**src/rtl/smcrd_pkg.sv**
```systemverilog
package smcrd_pkg;
  localparam int SETUP_W = 6;
  localparam int PULSE_W = 7;
  localparam int CYCLE_W = 7;
  localparam int CNT_W   = ((PULSE_W > CYCLE_W) ? PULSE_W : CYCLE_W) + 1;

  typedef struct packed {
    logic [SETUP_W-1:0] rdSetup;
    logic [PULSE_W-1:0] rdPulse;
    logic [SETUP_W-1:0] csSetup;
    logic [PULSE_W-1:0] csPulse;
    logic [CYCLE_W-1:0] cycle;
  } timing_t;

  typedef enum logic [2:0] {
    FLD_RD_SETUP = 3'd0,
    FLD_RD_PULSE = 3'd1,
    FLD_CS_SETUP = 3'd2,
    FLD_CS_PULSE = 3'd3,
    FLD_CYCLE    = 3'd4
  } field_e;

  typedef struct packed {
    logic load;
    logic capture;
    logic rdAssert;
    logic csAssert;
    logic cycleEnd;
  } strobe_t;
endpackage

```
**src/rtl/smcrd_cfg_regs.sv**
```systemverilog
module smcrd_cfg_regs
  import smcrd_pkg::*;
#(
  parameter int NUM_CS = 4,
  parameter int CFG_W  = 8,
  localparam int CS_W  = (NUM_CS > 1) ? $clog2(NUM_CS) : 1
) (
  input  logic            clk,
  input  logic            rstN,
  input  logic            cfgWrEn,
  input  logic [CS_W-1:0] cfgCs,
  input  logic [2:0]      cfgField,
  input  logic [CFG_W-1:0] cfgData,
  input  logic [CS_W-1:0] selCs,
  output timing_t         selTiming
);
  localparam timing_t RESET_VAL = '{rdSetup: '0, rdPulse: PULSE_W'(1),
                                    csSetup: '0, csPulse: PULSE_W'(1),
                                    cycle: CYCLE_W'(1)};

  timing_t regs [NUM_CS];

  for (genvar i = 0; i < NUM_CS; i++) begin : g_cs
    logic hit;
    assign hit = cfgWrEn && (cfgCs == CS_W'(i));

    always_ff @(posedge clk or negedge rstN) begin
      if (!rstN) begin
        regs[i] <= RESET_VAL;
      end else if (hit) begin
        case (cfgField)
          FLD_RD_SETUP: regs[i].rdSetup <= cfgData[SETUP_W-1:0];
          FLD_RD_PULSE: regs[i].rdPulse <= cfgData[PULSE_W-1:0];
          FLD_CS_SETUP: regs[i].csSetup <= cfgData[SETUP_W-1:0];
          FLD_CS_PULSE: regs[i].csPulse <= cfgData[PULSE_W-1:0];
          FLD_CYCLE:    regs[i].cycle   <= cfgData[CYCLE_W-1:0];
          default: ;
        endcase
      end
    end


    cfg_isolate_chk: assert property (@(posedge clk) disable iff (!rstN)
      (!cfgWrEn || cfgCs != CS_W'(i)) |=> $stable(regs[i]));
  end

  assign selTiming = regs[selCs];
endmodule

```
**src/rtl/smcrd_ctrl.sv**
```systemverilog
module smcrd_ctrl
  import smcrd_pkg::*;
#(
  parameter int NUM_CS = 4,
  localparam int CS_W  = (NUM_CS > 1) ? $clog2(NUM_CS) : 1
) (
  input  logic            clk,
  input  logic            rstN,
  input  logic            reqValid,
  input  logic [CS_W-1:0] reqCs,
  input  timing_t         selTiming,
  output logic            reqReady,
  output logic [CS_W-1:0] curCs,
  output strobe_t         strobes
);
  logic             busy;
  logic [CNT_W-1:0] cnt;
  timing_t          lat;
  logic [CNT_W-1:0] rdStart, rdEnd, csStart, csEnd, cycLen, span1, span2, effLen;
  logic             last, accept;

  always_comb begin
    rdStart = CNT_W'(lat.rdSetup);
    csStart = CNT_W'(lat.csSetup);
    rdEnd   = rdStart + CNT_W'(lat.rdPulse);
    csEnd   = csStart + CNT_W'(lat.csPulse);
    cycLen  = CNT_W'(lat.cycle);
    span1   = (cycLen > rdEnd) ? cycLen : rdEnd;
    span2   = (span1 > csEnd) ? span1 : csEnd;
    effLen  = (span2 == '0) ? CNT_W'(1) : span2;
  end

  assign last     = busy && (cnt == effLen - CNT_W'(1));
  assign reqReady = !busy || last;
  assign accept   = reqValid && reqReady;

  always_ff @(posedge clk or negedge rstN) begin
    if (!rstN) begin
      busy  <= 1'b0;
      cnt   <= '0;
      lat   <= '0;
      curCs <= '0;
    end else if (accept) begin
      busy  <= 1'b1;
      cnt   <= '0;
      lat   <= selTiming;
      curCs <= reqCs;
    end else if (last) begin
      busy <= 1'b0;
      cnt  <= '0;
    end else if (busy) begin
      cnt <= cnt + CNT_W'(1);
    end
  end

  always_comb begin
    strobes.load     = accept;
    strobes.rdAssert = busy && (cnt >= rdStart) && (cnt < rdEnd);
    strobes.csAssert = busy && (cnt >= csStart) && (cnt < csEnd);
    strobes.capture  = busy && (lat.rdPulse != '0) && (cnt == rdEnd - CNT_W'(1));
    strobes.cycleEnd = last;
  end


  cnt_in_range_chk: assert property (@(posedge clk) disable iff (!rstN)
    busy |-> (cnt < effLen));


  start_at_zero_chk: assert property (@(posedge clk) disable iff (!rstN)
    accept |=> (busy && cnt == '0));


  timing_frozen_chk: assert property (@(posedge clk) disable iff (!rstN)
    !accept |=> $stable(lat));
endmodule

```
**src/rtl/smcrd_datapath.sv**
```systemverilog
module smcrd_datapath
  import smcrd_pkg::*;
#(
  parameter int NUM_CS = 4,
  parameter int ADDR_W = 16,
  parameter int DATA_W = 16,
  localparam int CS_W  = (NUM_CS > 1) ? $clog2(NUM_CS) : 1
) (
  input  logic              clk,
  input  logic              rstN,
  input  strobe_t           strobes,
  input  logic [CS_W-1:0]   curCs,
  input  logic [ADDR_W-1:0] reqAddr,
  input  logic [DATA_W-1:0] memData,
  output logic [ADDR_W-1:0] memAddr,
  output logic [NUM_CS-1:0] memCsN,
  output logic              memRdN,
  output logic [DATA_W-1:0] rdData,
  output logic              rdDone
);
  always_ff @(posedge clk or negedge rstN) begin
    if (!rstN) begin
      memAddr <= '0;
      rdData  <= '0;
      rdDone  <= 1'b0;
    end else begin
      if (strobes.load)    memAddr <= reqAddr;
      if (strobes.capture) rdData  <= memData;
      rdDone <= strobes.cycleEnd;
    end
  end

  assign memRdN = !strobes.rdAssert;

  for (genvar i = 0; i < NUM_CS; i++) begin : g_csLine
    assign memCsN[i] = !(strobes.csAssert && (curCs == CS_W'(i)));
  end


  one_select_chk: assert property (@(posedge clk) disable iff (!rstN)
    $onehot0(~memCsN));


  addr_hold_chk: assert property (@(posedge clk) disable iff (!rstN)
    !strobes.load |=> $stable(memAddr));


  data_hold_chk: assert property (@(posedge clk) disable iff (!rstN)
    !strobes.capture |=> $stable(rdData));
endmodule

```
**src/rtl/smcrd_seq.sv**
```systemverilog
module smcrd_seq
  import smcrd_pkg::*;
#(
  parameter int NUM_CS = 4,
  parameter int ADDR_W = 16,
  parameter int DATA_W = 16,
  parameter int CFG_W  = 8,
  localparam int CS_W  = (NUM_CS > 1) ? $clog2(NUM_CS) : 1
) (
  input  logic              clk,
  input  logic              rstN,
  input  logic              cfgWrEn,
  input  logic [CS_W-1:0]   cfgCs,
  input  logic [2:0]        cfgField,
  input  logic [CFG_W-1:0]  cfgData,
  input  logic              reqValid,
  input  logic [CS_W-1:0]   reqCs,
  input  logic [ADDR_W-1:0] reqAddr,
  output logic              reqReady,
  output logic [ADDR_W-1:0] memAddr,
  output logic [NUM_CS-1:0] memCsN,
  output logic              memRdN,
  input  logic [DATA_W-1:0] memData,
  output logic [DATA_W-1:0] rdData,
  output logic              rdDone
);
  timing_t         selTiming;
  strobe_t         strobes;
  logic [CS_W-1:0] curCs;

  smcrd_cfg_regs #(.NUM_CS(NUM_CS), .CFG_W(CFG_W)) u_cfg (
    .clk(clk), .rstN(rstN), .cfgWrEn(cfgWrEn), .cfgCs(cfgCs),
    .cfgField(cfgField), .cfgData(cfgData), .selCs(reqCs),
    .selTiming(selTiming)
  );

  smcrd_ctrl #(.NUM_CS(NUM_CS)) u_ctrl (
    .clk(clk), .rstN(rstN), .reqValid(reqValid), .reqCs(reqCs),
    .selTiming(selTiming), .reqReady(reqReady), .curCs(curCs),
    .strobes(strobes)
  );

  smcrd_datapath #(.NUM_CS(NUM_CS), .ADDR_W(ADDR_W), .DATA_W(DATA_W)) u_dp (
    .clk(clk), .rstN(rstN), .strobes(strobes), .curCs(curCs),
    .reqAddr(reqAddr), .memData(memData), .memAddr(memAddr),
    .memCsN(memCsN), .memRdN(memRdN), .rdData(rdData), .rdDone(rdDone)
  );
endmodule

```
**config.mk**
```make
export PLATFORM = sky130hd
export DESIGN_NAME = smcrd_seq
export DESIGN_NICKNAME = d
export VERILOG_FILES = /design/src/rtl/smcrd_pkg.sv /design/src/rtl/smcrd_cfg_regs.sv /design/src/rtl/smcrd_ctrl.sv /design/src/rtl/smcrd_datapath.sv /design/src/rtl/smcrd_seq.sv
export SDC_FILE = /design/constraint.sdc
export NUM_CORES = 1
export LEC_CHECK = 0
export ABC_CLOCK_PERIOD_IN_PS = 10900
export BUFFER_PORTS_ARGS = -buffer_cell sky130_fd_sc_hd__buf_4
export CAP_MARGIN = 15
export CORE_MARGIN = 4
export CORE_UTILIZATION = 27
export DETAILED_ROUTE_END_ITERATION = 10
export HOLD_SLACK_MARGIN = 0.1
export PLACE_DENSITY = 0.47
export SLEW_MARGIN = 20
export SYNTH_ARGS = -nofsm -noshare
export SYNTH_HDL_FRONTEND = slang
export SYNTH_SLANG_ARGS = --single-unit
```
**constraint.sdc**
```tcl
create_clock -name clk -period 10.9 [get_ports clk]
set_input_delay 1.635 -clock clk [delete_from_list [all_inputs] [get_ports clk]]
set_output_delay 1.635 -clock clk [all_outputs]
set_load 0.03 [all_outputs]
```
**Word-level counts from Yosys, hierarchy flattened**

Cells that the tools add are included.

- Bitwise logic cells: 1
- Muxes and demuxes: 11
- Shift-type cells: 0
- Eq/ne operators: 12
- Divide/modulo/power cells: 0
- Magnitude comparators: 7
- Add/subtract/negate cells: 5
- Multiply operators: 0
- Reduce and logical (&&, ||, !) cells: 50

Operators with widths:

| kind | number |
|---|---|
| 33-bit binary-select mux with 2-bit select | 1 |
| 33-bit two-way mux | 2 |
| 8-bit two-way mux | 6 |
| 2-bit AND reduction | 20 |
| 6-bit by 7-bit adder with 8-bit output | 2 |
| 8-bit == test | 2 |
| 8-bit by 6-bit greater-or-equal comparator with 1-bit output | 2 |
| 1-bit logical AND | 16 |
| 8-bit less-than comparator | 2 |
| 8-bit by 1-bit subtractor with 8-bit output, second input constant | 2 |
| 8-bit by 1-bit adder with 8-bit output, second input constant | 1 |
| 2-bit == test, second input constant | 4 |
| 7-bit by 8-bit > comparator with 1-bit output | 1 |
| 8-bit > comparator | 1 |
| 8-bit logical NOT | 1 |
| 7-bit nonzero test | 1 |
| 3-bit by 2-bit == test with 1-bit output, second input constant | 2 |
| 1-bit logical NOT | 6 |
| 2-bit by 1-bit == test with 1-bit output, second input constant | 2 |
| 2-bit logical NOT | 2 |
| 3-bit by 1-bit == test with 1-bit output, second input constant | 1 |
| 3-bit == test, second input constant | 1 |
| 3-bit greater-or-equal comparator, second input constant | 1 |
| 3-bit logical NOT | 1 |
| other kinds (5) | 6 |

- ROM bits: 0
- Logic and storage cells: 117
- Output and inout bits: 39
- Bits in latches: 0
- Memories kept: 0
- Bits in registers: 209
- RAM bits: 0
- Input bits: 51

**Depth between registers and ports, before layout**

Gate-level depths: netlist of the first run.

- Word-level depth: 13
- Mapped depth: 36
- Mapped depth without buffers: 32

**Hierarchy**

A second synthesis of the first run with hierarchy kept.

- Cell total of the unflattened synthesis: 983
- Area total of the unflattened synthesis: 12017.8 µm²

By module, submodules not included:

| module | instances | cells an instance | area each (µm²) | seq. area each (µm²) |
|---|---|---|---|---|
| smcrd_cfg_regs | 1 | 354 | 5855.6 | 3318.2 |
| smcrd_ctrl | 1 | 555 | 4805.9 | 1101.1 |
| smcrd_datapath | 1 | 74 | 1356.3 | 825.8 |

**Worst setup path after synthesis of the first run**

Ideal clock, no wire load.

- Path kind: reg-to-output
- Start: reg u_ctrl.lat[20] in the netlist's numbering
- End: out reqReady
- Data required time: 9.265 ns
- Setup slack: 2.422 ns
- Arrival time: 6.843 ns
- Cell stages (with the launch flop): 34
- Path buffers: 3
- Cell sequence: dfrtp_1 -> ha_1 -> fa_1 -> a21o_1 -> a21oi_1 -> xnor2_1 -> inv_1 -> ha_1 -> nand3_1 -> o21bai_1 -> a21oi_1 -> o211ai_4 -> and2_4 -> buf_6 -> nor2_1 -> a21oi_1 -> ha_1 -> nand3_1 -> o21bai_1 -> a31oi_1 -> nand2_1 -> clkbuf_1 -> nor3_1 -> mux2_2 -> o221ai_1 -> o41a_4 -> ha_1 -> and2_1 -> nand4b_1 -> xnor2_1 -> nor2_1 -> nand4_4 -> buf_6 -> o21ai_2

- Longest elaborated chain between the ends: 11

RTL lines:

| item | line | source |
|---|---|---|
| from (decl) | smcrd_ctrl.sv:18 | `timing_t lat;` |
| from (signal assigned) | smcrd_ctrl.sv:46 | `lat <= selTiming;` |
| 6-bit by 7-bit adder with 8-bit output * | smcrd_ctrl.sv:25 | `rdEnd = rdStart + CNT_W'(lat.rdPulse);` |
| 7-bit by 8-bit > comparator with 1-bit output | smcrd_ctrl.sv:28 | `span1 = (cycLen > rdEnd) ? cycLen : rdEnd;` |
| 8-bit two-way mux * | smcrd_ctrl.sv:28 |  |
| 8-bit > comparator | smcrd_ctrl.sv:29 | `span2 = (span1 > csEnd) ? span1 : csEnd;` |
| 8-bit two-way mux * | smcrd_ctrl.sv:29 |  |
| 8-bit logical NOT | smcrd_ctrl.sv:30 | `effLen = (span2 == '0) ? CNT_W'(1) : span2;` |
| 8-bit two-way mux * | smcrd_ctrl.sv:30 |  |
| 8-bit by 1-bit subtractor with 8-bit output * | smcrd_ctrl.sv:33 | `assign last = busy && (cnt == effLen - CNT_W'(1));` |
| 8-bit == test * | smcrd_ctrl.sv:33 |  |
| 1-bit logical AND * | smcrd_ctrl.sv:33 |  |
| 1-bit logical OR * | smcrd_ctrl.sv:34 | `assign reqReady = !busy \|\| last;` |
| to (decl) | smcrd_seq.sv:19 | `output logic reqReady,` |

Mark *: on every way between the ends. The rest lies on a longest branch, timed or not.

**Worst setup path in the final report of the first run**

- Start: reg u_ctrl.lat[27] in the netlist's numbering
- End: out reqReady

Same word-level chain as after synthesis.

==> results.md, run 1 <==
- Status: complete, no violations
- Register area share after synthesis: 40.9%
- Clock skew: 16.2 ps
- Fill cell count: 4,750
- Seq cells post-synth: 209
- Slew HR: 29.6%
- Hold buffer count at cts: 0
- CP peak stage delay: 470 ps
- Nets: 1,407
- Post-CTS Resized: 0
- Post-synth ARST share: 100%
- Wire length per cell: 17.6 µm
- Total grt overflow: 0
- CP Launch Type: register
- Fin util: 31.6%
- Final Hold Viols: 0
- CTS max path bufs: 3
- Vias/cell: 5.05
- Layout area overhead: 15.4%
- Gpl congestion: 0.785
- Syn Nets: 1,373
- Global Route Usage Sum: 13.2%
- Setup Buffers After CTS: 0
- CP Capture Type: primary output
- Avg Synthesized Cell Area: 10.1 µm²
- Worst skew pair latency: 520 ps
- Final worst slack: 839 ps
- DP HPWL: 22.4 mm
- Setup tns final: 0 ps
- Setup CP Type: register to primary output
- Count of cell types in the netlist: 70
- Crit-path slowest cell: nand2_1
- Die Y-Extent: 226 µm
- HP Class: register to register
- Max-cap viol count: 0
- Final ANT Viol Nets: 0
- Instance count of the mapped netlist: 1,265
- Vias in the first global route: 9,668
- Most used DFF post-synth: dfrtp_1
- Rows: 79
- WL final: 34.0 mm
- Total CTS buffers: 25
- Die ar.: 0.0510 mm²
- Final routed DRC violation total: 0
- N_diodes: 0
- Max-slew violations: 0
- Final setup viols: 0
- WP data required: 9270 ps
- Total power: 2.07 mW
- CTS root buffer: clkbuf_16
- Via count: 9,711
- P_leak: 6.66 nW
- Worst VDD drop: 0.146 mV
- Global-route wire length before repair: 55.0 mm
- Worst slack at placement: 1410 ps
- Pre-Repair DR Iteration Count: 5
- F_max: 0.0994 GHz
- Initial core utilization: 27.4%
- Num Clock Sinks: 209
- Final period util: 92.3%
- Unrepaired setup endpoints after global routing: no
- Ratio of cells with drive above 1 in the final layout: 27.1%
- Input/output buffers: 88
- Initial antenna violation count: 0
- Initial drt markers: 585
- PwrDens: 140 mW/mm²
- Worst path most repeated cell: ha_1
- H-tree depth: 1
- Maximum number of pins on one net before global-route repair: 105
- Core area: 0.0468 mm²
- Die width: 226 µm
- CTS tree: done
- Critical Path Fanout Max: 17
- Ys Warns: 0
- Synthesized cell area: 0.0128 mm²
- Worst-Margin Slew: 1060 ps
- CTS clock-pin slew for the worst setup and hold paths: 60 ps
- IO Count: 90
- Crit path time final: 10,060 ps
- WP data arrival: 8430 ps
- Number of synthesized flops with an enable pin: 0
## layout by cell type (no fill, tap or decap), drive strengths merged, types with 15 or more instances in the layout
master / instances
xnor2: 16
nand2: 149
inv: 71
buf: 95
or3: 58
a21oi: 15
nand3: 118
mux2: 152
a31oi: 54
dfrtp: 197
clkbuf: 33
nor2: 29
o21ai: 77
mux4: 33
ha: 55
## where the power goes
part	switching, mW	total (mW)	internal (mW)
registers	0.0451	0.926	0.881
clock network	0.343	0.887	0.544
logic	0.113	0.254	0.141
## sequential cells by signal, indices dropped and copies added, names as in the netlist, 2 cells and up
name / flops
u_ctrl.csStart: 6
u_ctrl.lat: 20
u_dp.memAddr: 16
u_ctrl.cycLen: 7
u_cfg.regs: 132
u_ctrl.cnt: 8
u_ctrl.curCs: 2
u_dp.rdData: 16
## final timing paths
check	depth (start not counted)	end	startpoint	slack, ps
min in group asynchronous	1	u_dp.rdData[5]$_DFFE_PN0P_	rstN	1140
worst min-delay path	1	u_cfg.regs[24]$_DFFE_PN0P_	u_cfg.regs[24]$_DFFE_PN0P_	500
worst min register to register	1	u_cfg.regs[24]$_DFFE_PN0P_	u_cfg.regs[24]$_DFFE_PN0P_	500
worst max register to register	32	u_ctrl.cnt[7]$_DFFE_PN0P_	u_ctrl.lat[27]$_DFFE_PN0P_	2310
max in group asynchronous	3	u_cfg.regs[32]$_DFFE_PN0P_	rstN	7680
worst max-delay path	31	reqReady	u_ctrl.lat[27]$_DFFE_PN0P_	840
## through the flow
stage | area [µm²] | hold WS [ps] | instances
finish | 14800 | 502 | 1924
global route | 14800 | 515 | 1924
CTS | 14800 | 505 | 1924
detailed placement | 13900 | 491 | 1879
global placement | 13900 | 481 | 1879
floorplan | 12800 | 474 | 1265
## logic make-up (layout without fill, tap and decap cells)
kind of cell               count (synthesis)  count (layout)  synth area share [%]
DFF                                      209             209                  40.9
adders and majority gates                 58              58                  5.76
and+or+nand+nor                          419             419                  16.1
muxes                                    189             189                  19.5
xor gates and xnor gates                  26              26                  1.98
AOI/OAI and AO/OA                        206             206                  10.6
buffers and inverters                    158             210                  5.15
## Yosys cell counts (all sizes together), types with 13 or more instances
cell | number | area [µm²]
dfrtp | 197 | 4930
a21oi | 15 | 78.8
clkbuf | 56 | 210
nand3 | 118 | 591
ha | 55 | 688
xnor2 | 16 | 148
nor3 | 13 | 70.1
nand2 | 149 | 559
buf | 33 | 190
or3 | 58 | 363
a31oi | 54 | 338
inv | 69 | 259
mux4 | 33 | 743
o21ai | 77 | 389
mux2 | 152 | 1710
nor2 | 29 | 109
## layout make-up
cell class | count | area (µm²) | share of cell area, %
inverters | 69 | 259 | 1.75
clock buffers | 32 | 692 | 4.68
multi-input cells | 898 | 6920 | 46.8
repair buffers | 96 | 727 | 4.92
flip-flops and latches | 209 | 5250 | 35.5
well taps | 607 | 759 | 5.14
clock inverters | 13 | 176 | 1.19
## critical path: cells and delay by family (launching register included)
kind                     cells  cell delay (ps)
buffers and inverters        3              620
adder cells (fa/ha/maj)      5             1690
AND/OR/NAND/NOR              9             1750
AO/OA/AOI/OAI               12             2910
XOR/XNOR                     2              460
flip-flops                   1              460
## layer usage
layer	global-route usage [%]	vias up	share of wire (%)
met3	1.53	36	3.0
met5	0	-	0
met4	2.94	0	1.8
met2	22.0	134	49
li1	-	4626	-
met1	18.6	4915	47
Note: power is estimated with default switching activity, not from simulation.
==> inputs of run 2 (changes only) <==
--- a/config.mk
+++ b/config.mk
@@ -8,10 +8,11 @@
 export ABC_CLOCK_PERIOD_IN_PS = 10900
 export BUFFER_PORTS_ARGS = -buffer_cell sky130_fd_sc_hd__buf_4
 export CAP_MARGIN = 15
-export CORE_MARGIN = 4
+export CORE_MARGIN = 2
 export CORE_UTILIZATION = 27
 export DETAILED_ROUTE_END_ITERATION = 10
 export HOLD_SLACK_MARGIN = 0.1
+export MAX_ROUTING_LAYER = met4
 export PLACE_DENSITY = 0.47
 export SLEW_MARGIN = 20
 export SYNTH_ARGS = -nofsm -noshare
==> run 2 against run 1 <==
Global-route usage is 0.79 points higher. Wire length fell by 1.4%. Sequential power hardly changed. Clock skew decreased by 7.0 ps. First-iteration DRC count down 15%. Combinational power barely moved. Final cell count about the same.
==> results.md, run 2 (synthesis gave the netlist of run 1 again) <==
- Met1 wire length: 15.8 mm (about the same)
- Biggest regs: u_cfg.regs: 132 flops, u_ctrl.lat: 20 flops
- Worst-Margin Slew: 1050 ps (-7.14 ps)
- Biggest register: u_cfg.regs
- Global-route wire length before repair: 54.6 mm (-0.69%)
- Initial core utilization: 27.5% (+0.058 points)
- Met2 WL: 16.1 mm (-2.5%)
- N_diodes: 0 (unchanged)
- Via count: 9,642 (-0.71%)
- Die ar.: 0.0492 mm² (-3.5%)
- Die width: 222 µm (-1.8%)
- Critical Path Fanout Max: 17 (unchanged)
- Input/output buffers: 88 (unchanged)
- Gpl congestion: 0.804 (+2.4%)
- Final routed DRC violation total: 0 (unchanged)
- Commonest non-fill, non-tap cell in the layout: dfrtp_1
- F_max: 0.100 GHz (+0.68%)
- Design area: 0.0148 mm² (about the same)
- Final period util: 91.7% (-0.62 points)
- CTS tree: done
- Worst path most repeated cell: ha_1
- Max-cap viol count: 0 (unchanged)
- Die Y-Extent: 222 µm (-1.8%)
- IO Count: 90 (unchanged)
- Total power: 2.05 mW (-0.90%)
- Commonest cells after routing, fill and taps aside: dfrtp_1 (196), mux2_2 (151), nand2_1 (149)
- Unrepaired setup endpoints after global routing: no
- Slew HR: 30.1% (+0.48 points)
- CTS clock-pin slew for the worst setup and hold paths: 60 ps (about the same)
- CTS max path bufs: 3 (unchanged)
- Vias/cell: 5.01 (-0.76%)
- Initial antenna violation count: 0 (unchanged)
- Worst skew pair latency: 520 ps (about the same)
- Wire length per cell: 17.4 µm (-1.4%)
- Maximum number of pins on one net before global-route repair: 105 (unchanged)
- Global Route Usage Sum: 14.0% (+0.79 points)
- Status: complete, no violations
- Num Clock Sinks: 209 (unchanged)
- DP HPWL: 22.1 mm (-1.4%)
- CTS root buffer: clkbuf_16
- Initial drt markers: 497 (-15%)
- Final Hold Viols: 0 (unchanged)
- Max-slew violations: 0 (unchanged)
- Nets: 1,408 (+0.071%)
- Top sig layer: met4
- Final ANT Viol Nets: 0 (unchanged)
- Hold slack: 502 ps (+0.00400 ps)
- WL final: 33.5 mm (-1.4%)
- Vias in the first global route: 9,691 (+0.24%)
- CP peak stage delay: 470 ps (about the same)
- Pre-Repair DR Iteration Count: 6 (+1)
- WP data arrival: 8360 ps (-70 ps)
- Dpl cell area: 0.0139 mm² (about the same)
- Setup tns final: 0 ps (unchanged)
- Area of the multi-input gates: 0.00692 mm² (-0.13%)
- Ratio of cells with drive above 1 in the final layout: 27.1% (about the same)
- Setup Buffers After CTS: 0 (unchanged)
- Fill cell count: 4,787 (+0.78%)
- Core area: 0.0467 mm² (-0.21%)
- CP Launch Type: register
- Total CTS buffers: 24 (-4.0%)
- Cells after DPL: 1,881 (+0.11%)
- Clock skew: 9.19 ps (-7.00 ps)
- Worst VDD drop: 0.105 mV (-28%)
- Rows: 79 (unchanged)
- Post-CTS Resized: 0 (unchanged)
- WP data required: 9270 ps (about the same)
- Crit path time final: 9990 ps (-67.5 ps)
- PwrDens: 138 mW/mm² (-0.89%)
- HP Class: register to register
- Hold buffer count at cts: 0 (unchanged)
- Met3 WL post-DR: 951 µm (-6.5%)
- H-tree depth: 1 (unchanged)
- Final setup viols: 0 (unchanged)
- Storage element area: 0.00525 mm² (unchanged)
- Max reg flops: 132 (unchanged)
- CP Capture Type: primary output
- Total grt overflow: 0 (unchanged)
- Layout area overhead: 15.4% (about the same)
- Post-route insts no fill: 1,925 (+0.052%)
- Setup CP Type: register to primary output
- P_leak: 6.67 nW (about the same)
- Crit-path slowest cell: fa_1
## run 2: cell types whose count changed in the layout (fill, tap and decap cells not counted)
cell        before  now
and3_2           0    1
and3_4           1    0
buf_4           95   96
buf_6            0    1
buf_8            0    1
bufinv_16        4    3
clkinv_2         6    5
clkinv_4         1    0
clkinv_8         0    1
clkinvlp_4       0    1
inv_6            2    0
inv_8            0    1
nor3_1          11   12
nor3_2           2    1
## run 2: final timing paths
kind,startpoint,to,slack [ps],cells past startpoint
max,u_ctrl.lat[27]$_DFFE_PN0P_,reqReady,910,31
min,u_cfg.regs[39]$_DFFE_PN0P_,u_cfg.regs[39]$_DFFE_PN0P_,500,1
max reg2reg,u_ctrl.lat[27]$_DFFE_PN0P_,u_ctrl.cnt[7]$_DFFE_PN0P_,2340,32
min reg2reg,u_cfg.regs[39]$_DFFE_PN0P_,u_cfg.regs[39]$_DFFE_PN0P_,500,1
max in group asynchronous,rstN,u_ctrl.busy$_DFFE_PN0P_,8450,2
min in group asynchronous,rstN,u_dp.rdData[10]$_DFFE_PN0P_,1040,1
## run 2: metrics by stage
stage | setup slack [ps] | util [%]
finish | 907 | 31.7
global route | 154 | 31.7
CTS | 877 | 31.7
detailed placement | 1450 | 29.8
global placement | 1430 | 29.8
floorplan | 2420 | -
## run 2: power breakdown
part           switching, mW  total, mW  leakage, nW  internal [mW]
Clock                  0.342      0.870        0.423          0.527
Sequential            0.0441      0.924         2.41          0.880
Combinational          0.112      0.254         3.83          0.141
Total                  0.499       2.05         6.67           1.55
## run 2: critical path, delay by kind of cell (launching register included)
family,cells,cell delay [ps]
AND/OR/NAND/NOR,9,1760
adder cells (fa/ha/maj),5,1700
buffers and inverters,3,610
XOR/XNOR,2,450
flip-flops,1,450
AO/OA/AOI/OAI,12,2880
## run 2: layer usage
layer | track usage (%) | up-vias
li1 | - | 4632
met1 | 18.7 | 4814
met2 | 23.0 | 153
met3 | 1.38 | 43
met4 | 3.23 | 0
met5 | - | -
## run 2: final cells by class
type                            count  share of cell area, %
Tap cell                          607                   5.14
Timing Repair Buffer               98                   5.05
Clock inverter                     11                   1.02
Multi-Input combinational cell    898                   46.8
Inverter                           69                   1.75
Sequential cell                   209                   35.5
Clock buffer                       33                   4.77
